--- src/rtl/keymatrix_event_enc.sv ---
module keymatrix_event_enc #(
  parameter int SETTLE = 4,
  parameter int DEPTH  = 8
) (
  input  logic       clk,
  input  logic       rst_n,
  input  logic [7:0] row_n,
  output logic [7:0] col_n,
  output logic       key_irq_n,
  output logic [7:0] evt_code,
  input  logic       evt_pop,
  output logic       overflow
);
  localparam int CW = (SETTLE > 1) ? $clog2(SETTLE) : 1;
  localparam int AW = (DEPTH > 1) ? $clog2(DEPTH) : 1;
  localparam int NW = $clog2(DEPTH + 1);

  typedef enum logic [1:0] {ST_SLEEP, ST_SCAN, ST_PASS} phase_t;

  phase_t        ph;
  logic [63:0]   raw, prv, stb;
  logic [2:0]    col;
  logic [CW-1:0] dly;
  logic [5:0]    idx;
  logic [7:0]    mem [DEPTH];
  logic [AW-1:0] wp, rp;
  logic [NW-1:0] cnt;
  logic          ovf;
  logic          ghost;

  wire [2:0] kc = idx[5:3];
  wire [2:0] kr = idx[2:0];

  always_comb begin
    ghost = 1'b0;
    for (int c = 0; c < 8; c++) begin
      if (3'(c) != kc && raw[{3'(c), kr}] &&
          ((raw[{3'(c), 3'b000} +: 8] & raw[{kc, 3'b000} +: 8] & ~(8'b1 << kr)) != 8'b0))
        ghost = 1'b1;
    end
  end

  wire chg  = (raw[idx] == prv[idx]) && (raw[idx] != stb[idx]);
  wire take = (ph == ST_PASS) && chg && !(raw[idx] && ghost);
  wire full = (cnt == NW'(DEPTH));
  wire push = take && !full;
  wire popd = evt_pop && (cnt != '0);

  assign col_n     = (ph == ST_SLEEP) ? 8'h00 : (ph == ST_SCAN) ? ~(8'b1 << col) : 8'hFF;
  assign key_irq_n = (cnt == '0);
  assign evt_code  = mem[rp];
  assign overflow  = ovf;

  always_ff @(posedge clk or negedge rst_n) begin
    if (!rst_n) begin
      ph  <= ST_SLEEP;
      col <= '0;
      dly <= '0;
      idx <= '0;
      raw <= '0;
      prv <= '0;
      stb <= '0;
    end else begin
      case (ph)
        ST_SLEEP: begin
          col <= '0;
          dly <= '0;
          if (row_n != 8'hFF) ph <= ST_SCAN;
        end
        ST_SCAN: begin
          if (dly == CW'(SETTLE - 1)) begin
            raw[{col, 3'b000} +: 8] <= ~row_n;
            dly <= '0;
            col <= col + 3'd1;
            if (col == 3'd7) begin
              ph  <= ST_PASS;
              idx <= '0;
            end
          end else begin
            dly <= dly + CW'(1);
          end
        end
        default: begin
          if (take) stb[idx] <= raw[idx];
          idx <= idx + 6'd1;
          if (idx == 6'd63) begin
            prv <= raw;
            ph  <= (raw == '0 && prv == '0) ? ST_SLEEP : ST_SCAN;
          end
        end
      endcase
    end
  end

  always_ff @(posedge clk or negedge rst_n) begin
    if (!rst_n) begin
      wp  <= '0;
      rp  <= '0;
      cnt <= '0;
      ovf <= 1'b0;
    end else begin
      if (push) wp <= wp + AW'(1);
      if (popd) rp <= rp + AW'(1);
      cnt <= cnt + NW'(push) - NW'(popd);
      if (take && full) ovf <= 1'b1;
    end
  end

  always_ff @(posedge clk) begin
    if (push) mem[wp] <= {raw[idx], 1'b0, idx};
  end
endmodule

--- config.mk ---
export PLATFORM = sky130hd
export DESIGN_NAME = keymatrix_event_enc
export DESIGN_NICKNAME = d
export VERILOG_FILES = /design/src/rtl/keymatrix_event_enc.sv
export SDC_FILE = /design/constraint.sdc
export NUM_CORES = 1
export LEC_CHECK = 0
export CELL_PAD_IN_SITES_DETAIL_PLACEMENT = 2
export CELL_PAD_IN_SITES_GLOBAL_PLACEMENT = 2
export CORE_ASPECT_RATIO = 1.4
export CORE_UTILIZATION = 30
export DETAILED_ROUTE_END_ITERATION = 10
export PLACE_DENSITY = 0.57
export SYNTH_ARGS = -nofsm -noshare
export SYNTH_HDL_FRONTEND = slang
export SYNTH_SLANG_ARGS = --single-unit
--- constraint.sdc ---
create_clock -name clk -period 6.95 [get_ports clk]
set_input_delay 1.0425 -clock clk [delete_from_list [all_inputs] [get_ports clk]]
set_output_delay 1.0425 -clock clk [all_outputs]
set_load 0.01 [all_outputs]
==> results of run 1 <==
==> cells by family after synthesis <==
kind of cell | after synthesis
simple gates | 279
xor+xnor | 9
buf+inv | 114
mux | 209
other cells | 1
fa+ha+maj | 25
compound gates | 316
flops | 272
==> synth_stat cells (all sizes together), types with 5 or more instances <==
| cell | instances | area (um2) |
|---|---|---|
| edfxtp | 56 | 1682 |
| nor4 | 31 | 193.9 |
| o31ai | 76 | 580.6 |
| inv | 23 | 86.33 |
| a211oi | 5 | 42.54 |
| mux4 | 30 | 679.4 |
| dfrtp | 216 | 5405 |
| a221oi | 16 | 140.1 |
| mux2 | 144 | 1622 |
| nand2 | 71 | 266.5 |
| a31oi | 5 | 31.28 |
| o221ai | 5 | 43.79 |
| o211ai | 7 | 52.55 |
| ha | 24 | 300.3 |
| mux2i | 35 | 350.3 |
| or2 | 9 | 58.81 |
| o21ai | 91 | 455.4 |
| and2 | 5 | 32.53 |
| clkbuf | 41 | 153.9 |
| buf | 48 | 296.5 |
| nand4 | 13 | 87.58 |
| nor3 | 9 | 50.05 |
| a22o | 15 | 131.4 |
| a22oi | 26 | 195.2 |
| and3 | 21 | 131.4 |
| nor2 | 53 | 201.5 |
| and4 | 6 | 52.55 |
| a21oi | 24 | 120.1 |
| nor2b | 14 | 90.09 |
| nand3 | 31 | 155.2 |
| xnor2 | 5 | 43.79 |
==> sequential cells by signal, indices dropped and copies added (netlist names) <==
name / cells
prv: 64
raw: 64
stb: 64
mem: 56
idx: 6
cnt: 4
col: 3
rp: 3
wp: 3
dly: 2
ph: 2
overflow: 1
==> power by group through the flow <==
stage	sequential, mW	combinational [mW]	clock [mW]
finish	1.80	0.281	1.68
global route	1.81	0.311	1.77
CTS	1.80	0.289	1.72
detailed placement	1.83	0.279	0
global placement	1.83	0.270	0
floorplan	1.73	0.218	0
==> layout make-up <==
type | count | area [um2]
Clock buffer | 39 | 844.6
Multi-Input combinational cell | 839 | 6746
Timing Repair Buffer | 50 | 460.4
Tap cell | 624 | 780.7
Clock inverter | 16 | 191.4
Inverter | 25 | 93.84
Fill cell | 4926 | 30950
Sequential cell | 272 | 7094
==> cell usage in the layout (no fill, tap or decap), drive strengths merged, types with 35 or more instances in the layout <==
| cell | n |
|---|---|
| edfxtp | 56 |
| mux2i | 35 |
| o21ai | 91 |
| nor2 | 53 |
| dfrtp | 216 |
| clkbuf | 39 |
| o31ai | 76 |
| nand2 | 71 |
| mux2 | 144 |
==> metal layers <==
layer,vias to the layer above,routed length (um),share of wire [%]
li1,4709,-,-
met2,287,28430,50
met1,5768,22890,40
met3,158,2019,3.5
met5,-,0,0
met4,0,3540,6.2
==> final timing paths <==
kind	from	to	slack (ps)
worst min register to register	stb[15]	stb[15]	510
worst min-delay path	rst_n	stb[40]	500
worst max-delay path	idx[2]	cnt[2]	1310
worst max register to register	idx[2]	cnt[2]	1310
min in group clk	stb[15]	stb[15]	510
max in group asynchronous	rst_n	idx[1]	5220
==> critical path, stage by stage (launching register included) <==
cell and delay (ps):
dfrtp_2 910, buf_4 330, nor2b_1 820, a22oi_1 310
nand4_1 240, o311ai_0 140, o311ai_0 170, nor3b_1 280
nand4_2 390, a211oi_2 650, inv_1 100, ha_1 310
inv_1 60, ha_1 160, inv_1 70, fa_1 380
xnor2_1 150
==> PnR_summary.wiki, run 1 <==
{| class="wikitable"
! Metric !! Value
|-
| Min Tclk post-route || roughly 5600 ps
|-
| Nature of the critical path endpoint || register
|-
| XOR/XNOR share of the synthesized area || 0.5484%
|-
| Number of library cell types mapped by synthesis || 76
|-
| Max H-tree Level || 1
|-
| CTS clock-pin slew for the worst setup and hold paths || around 60 ps
|-
| Data arrival time of the critical path || slightly above 6000 ps
|-
| Number of pins with negative max-slew slack in the final report || 0
|-
| Overall power consumption || 3.754 mW
|-
| Total Wirelength || 56880 um
|-
| Detailed Route Iter0 Violations || around 600
|-
| Largest fanout on the critical path || 36
|-
| Source-to-sink clock delay at the later pin of the worst-skew pair || ~600 ps
|-
| Type of the tightest min-delay check || in -> async
|-
| Filler-free cell count of the finished design || roughly 1900
|-
| Floorplan die area || 0.04881 mm2
|-
| Most Crowded Layer GR || met2
|-
| Detailed-route vias per instance || between 5 and 6
|-
| Clock group share of total power || roughly 45%
|-
| Met3 usage in global routing || 2.761%
|-
| Measured slew at the worst slew-check pin || 1250 ps
|-
| Achievable Freq || ~0.18 GHz
|-
| Top FF cell, synth || dfrtp_1
|-
| Min Hold Slack || approximately 500 ps
|-
| Portion of total power attributed to combinational logic || 7.5%
|-
| Post-synthesis instance total || approximately 1200
|-
| Dominant combinational cell family by area after synthesis || multiplexers
|-
| Average size of a mapped cell || 11.73 um2
|-
| Clock Path Buffers || 3
|-
| Post-Route Setup TNS || 0 ps
|-
| Utilization after layout || between 30% and 40%
|-
| Cell Int Power || ~2.8 mW
|-
| Synthesis-stage register bit count || around 270
|-
| Core Region || roughly 0.047 mm2
|-
| Hold violation total from the final report || 0
|-
| Number of I/O port buffers || 27
|-
| Switching part of the total || between 20% and 30%
|-
| Post-synth ARST share || roughly 80%
|-
| Max rail drop VDD || roughly 0.20 mV
|-
| Sw power || about 0.97 mW
|-
| Cell Pwr Density || roughly 230 mW/mm2
|-
| Final clock period utilization by the worst path || about four fifths
|-
| Post-cts gate resize count || 0
|-
| Share of cell area taken by muxes after synthesis || between 10% and 20%
|-
| IO Pins || 29
|-
| Maximum number of pins on one net before global-route repair || approximately 110
|-
| Critical path class || reg -> reg
|-
| Worst-case clock skew || ~21 ps
|-
| Number of nets in the synthesized netlist || around 1300
|-
| Global routing usage on met1 || 27.79%
|-
| Area post-placement || roughly 0.015 mm2
|-
| Share of synthesized cell area in and, or, nand and nor gates || between 10% and 20%
|-
| Number of synthesis warnings || 0
|-
| CTS tree || done
|-
| M2 GR Usage || 41.22%
|-
| Run status || completed
|-
| Max transition margin || between 10% and 20%
|-
| Worst setup slack after placement || roughly 1400 ps
|-
| Compound-gate portion of the synthesized area || ~16%
|-
| Placement Rows || 94
|-
| Layout cells sized above 1 || 21.43%
|-
| Netlist Area Pre-Place || 0.01438 mm2
|-
| Number of maximum-capacitance violations || 0
|-
| Clock buffer count from CTS || 30
|-
| Fin worst setup slack || 1307 ps
|-
| DPL Wire Length || 40140 um
|-
| Average detailed-routed wire length per instance || between 30 and 40 um
|-
| Detailed-route via count || 10920
|-
| Setup repair after global routing missed its margin || no
|-
| Critical path data required time || roughly 7400 ps
|-
| DR DRC count || 0
|-
| Cts-stage hold buffer count || 0
|-
| Adder and majority cell fraction of the synthesized area || under 10%
|-
| Cells after DPL || 1810
|-
| Static leakage || around 6.4 nW
|-
| Total gr overflow || 0
|-
| Horizontal die dimension || 187.0 um
|-
| Area added between synthesis and finish || 12.78%
|-
| Final setup violation count || 0
|-
| EDFF count, synth || 56
|-
| Number of global-route vias before repair || ~12000
|-
| # clock sinks || between 200 and 300
|-
| Depth of the worst register-to-register path || 16
|-
| Critical path startpoint category || register
|-
| Root Buffer || clkbuf_16
|-
| Global placement routability congestion || just under 0.9
|-
| Number of antenna repair diodes || 0
|-
| Buffer count from post-CTS setup fixing || 0
|-
| Global-route wire length before repair || approximately 85000 um
|-
| First-pass detailed-route iteration total || 5
|-
| Antenna violations before repair || 0
|-
| Initial Util || a little under a third
|-
| Total GRT Usage || a little under a quarter
|-
| Sequential share of power || a little under half
|-
| Vertical extent of the die || around 260 um
|-
| Sequential-to-total area share from yosys stat || between 40% and 50%
|-
| Count of nets after finishing || ~1300
|-
| Remaining antenna violation count || 0
|-
| Finished layout cell area || roughly 0.016 mm2
|}
(Power assumes the default switching activity.)
==> run 2: changes to the inputs <==
==> constraint.sdc (replaced) <==
create_clock -name clk -period 5.4 [get_ports clk]
set_input_delay 0.81 -clock clk [delete_from_list [all_inputs] [get_ports clk]]
set_output_delay 0.81 -clock clk [all_outputs]
set_load 0.01 [all_outputs]
==> run 2 against run 1 <==
Against the previous run: routed wire length is 2.8% higher; critical endpoint unchanged; largest power group unchanged; sequential cell count is the same; worst hold slack lost 370 ps; clock power increased by 35%; largest cell class unchanged; utilization grew 0.60 points; highest routed layer unchanged; sequential power is 28% higher; combinational power up 29%; critical path type unchanged.
==> PnR_summary.wiki, run 2 (same netlist as run 1, synthesis figures left out) <==
{| class="wikitable"
! Metric !! Value
|-
| Run status || completed
|-
| Detailed-route via count || 11110 (+1.7%)
|-
| Count of buffer and inverter cells on the critical path || 3 (-1)
|-
| Clock buffer count from CTS || 30 (unchanged)
|-
| Number of global-route vias before repair || 12320 (+1.9%)
|-
| Global placement routability congestion || 0.9406 (+5.3%)
|-
| CTS clock-pin slew for the worst setup and hold paths || 60 ps (about the same)
|-
| Measured slew at the worst slew-check pin || 1170 ps (-80.00 ps)
|-
| First-pass detailed-route iteration total || 5 (unchanged)
|-
| Horizontal die dimension || 187.0 um (unchanged)
|-
| Crit path largest cell delay || 930 ps (+20 ps)
|-
| Placement Rows || 94 (unchanged)
|-
| Most frequent cells in the layout || 212 x dfrtp_1, 144 x mux2_2, 74 x o31ai_1, 70 x nand2_1, 64 x o21ai_1
|-
| Clock Path Buffers || 3 (unchanged)
|-
| Total gr overflow || 0 (unchanged)
|-
| Logic depth of the worst path, buffers included || 15 (-1)
|-
| Layout cells sized above 1 || 23.35% (+1.9 points)
|-
| Static leakage || 6.595 nW (+2.6%)
|-
| Number of pins with negative max-slew slack in the final report || 0 (unchanged)
|-
| Critical path startpoint category || register
|-
| Buffer count from post-CTS setup fixing || 0 (unchanged)
|-
| Final clock period utilization by the worst path || 95.63% (+14 points)
|-
| Sw power || 1.273 mW (+31%)
|-
| Type of the tightest min-delay check || in -> async
|-
| Post-cts gate resize count || 0 (unchanged)
|-
| Area added between synthesis and finish || 14.75%
|-
| Number of I/O port buffers || 27 (unchanged)
|-
| Worst setup slack after placement || 424.1 ps (-953.7 ps)
|-
| Global-route wire length before repair || 87050 um (+2.9%)
|-
| Detailed-route vias per instance || 5.854 (about the same)
|-
| Portion of total power attributed to combinational logic || 7.3% (-0.2 points)
|-
| Critical path class || reg -> reg
|-
| Switching part of the total || 25.80% (-0.057 points)
|-
| Max H-tree Level || 1 (unchanged)
|-
| Leading registers by flop count || prv: 64 flops, raw: 64 flops, stb: 64 flops
|-
| DR DRC count || 0 (unchanged)
|-
| Worst-case clock skew || 28.01 ps (+7.111 ps)
|-
| Max rail drop VDD || 0.2632 mV (+35%)
|-
| Sequential share of power || 46.8% (-1.1 points)
|-
| Data arrival time of the critical path || 5650 ps (-470 ps)
|-
| Root Buffer || clkbuf_16
|-
| Post-Route Setup TNS || 0 ps (unchanged)
|-
| Clock group share of total power || 45.9% (+1.2 points)
|-
| CP Cell Sequence || nor2b_1 -> a222oi_1 -> and3_1 -> a2111oi_0 -> a31o_2 -> o2111a_1 -> nand4_2 -> a211oi_2 -> inv_1 -> ha_1 -> inv_1 -> ha_1 -> inv_1 -> fa_1 -> xnor2_1
|-
| Cells after DPL || 1840 (+1.7%)
|-
| Depth of the worst register-to-register path || 15 (-1)
|-
| Total Wirelength || 58470 um (+2.8%)
|-
| Critical path data required time || 5890 ps (-1540 ps)
|-
| Fin worst setup slack || 236.1 ps (-1071 ps)
|-
| Nature of the critical path endpoint || register
|-
| Maximum number of pins on one net before global-route repair || 101 (-9.0%)
|-
| Detailed Route Iter0 Violations || 640 (+5.1%)
|-
| Antenna violations before repair || 0 (unchanged)
|-
| Vertical extent of the die || 261.0 um (unchanged)
|-
| Floorplan die area || 0.04881 mm2 (unchanged)
|-
| DPL Wire Length || 42580 um (+6.1%)
|-
| Total GRT Usage || 24.20% (+0.66 points)
|-
| Most used cell along the critical path || inv_1
|-
| Setup repair after global routing missed its margin || no
|-
| Initial Util || 30.48% (unchanged)
|-
| Achievable Freq || 0.1937 GHz (+9.3%)
|-
| Remaining antenna violation count || 0 (unchanged)
|-
| Cell Int Power || 3.662 mW (+32%)
|-
| Max transition margin || 21.98% (+5.5 points)
|-
| Cts-stage hold buffer count || 0 (unchanged)
|-
| Cell class contributing the biggest share of worst-path delay || compound AO/OA/AOI/OAI gates
|-
| IO Pins || 29 (unchanged)
|-
| Core Region || 0.04716 mm2 (unchanged)
|-
| # clock sinks || 272 (unchanged)
|-
| Min Tclk post-route || 5164 ps (-479.1 ps)
|-
| Average detailed-routed wire length per instance || 30.82 um (+1.1%)
|-
| Count of nets after finishing || 1284 (+2.4%)
|-
| Most common cell after layout, fill and taps aside || dfrtp_1
|-
| Largest fanout on the critical path || 12 (-67%)
|-
| Final setup violation count || 0 (unchanged)
|-
| Worst path slowest cell || dfrtp_1
|-
| Filler-free cell count of the finished design || 1897 (+1.7%)
|-
| Source-to-sink clock delay at the later pin of the worst-skew pair || 610 ps (about the same)
|-
| Launch point of the worst reg-to-reg path || idx[3]
|-
| Timing startpoint of the critical path || idx[3]
|-
| Cell Pwr Density || 299.2 mW/mm2 (+29%)
|-
| CTS tree || done
|-
| Hold violation total from the final report || 0 (unchanged)
|-
| Number of maximum-capacitance violations || 0 (unchanged)
|}
## run 2: power groups by stage
| stage | logic (mW) | registers (mW) | clock network (mW) |
|---|---|---|---|
| detailed placement | 0.368 | 2.35 | 0 |
| global placement | 0.362 | 2.35 | 0 |
| floorplan | 0.281 | 2.23 | 0 |
| global route | 0.403 | 2.32 | 2.38 |
| finish | 0.362 | 2.31 | 2.26 |
| CTS | 0.371 | 2.31 | 2.33 |
## run 2: path summary, 6_finish.rpt
kind / slack, ps / end
min reg2reg: 510 / stb[28]
max reg2reg: 240 / cnt[2]
min in group clk: 510 / stb[28]
max: 240 / cnt[2]
max in group asynchronous: 4000 / prv[2]
min: 130 / stb[40]
## run 2: worst register-to-register path, delay by kind of cell (launching register included)
| kind | cells | cell delay (ps) |
|---|---|---|
| adder cells (fa/ha/maj) | 3 | 830 |
| flip-flops | 1 | 930 |
| XOR/XNOR | 1 | 140 |
| AND/OR/NAND/NOR | 3 | 1240 |
| AO/OA/AOI/OAI | 5 | 1700 |
| buffers and inverters | 3 | 210 |
## run 2: stage by stage
stage	utilization, %	hold slack, ps	area [um2]	total power, mW
finish	34.98	133.1	16500	4.935
global route	34.97	148.4	16490	5.109
CTS	34.97	132.1	16490	5.011
detailed placement	32.68	501.9	15410	2.721
global placement	32.68	485.7	15410	2.714
floorplan	-	465.8	14380	2.509
## run 2: layout make-up
| class | count | area (um2) |
|---|---|---|
| fillers | 4924 | 30670 |
| inverters | 25 | 93.84 |
| clock buffers | 39 | 824.5 |
| multi-input cells | 839 | 6746 |
| well taps | 624 | 780.7 |
| diodes | 1 | 2.502 |
| repair buffers | 80 | 698.2 |
| flip-flops and latches | 272 | 7094 |
| clock inverters | 17 | 255.2 |
## run 2: per-layer routing
metal  GRT usage, %  up-vias  share of wire, %
met2          43.24      271                51
met3          2.345      146               2.8
met4          13.68        0               6.1
li1               -     4778                 -
met5              0        -                 0
met1          28.53     5910                40
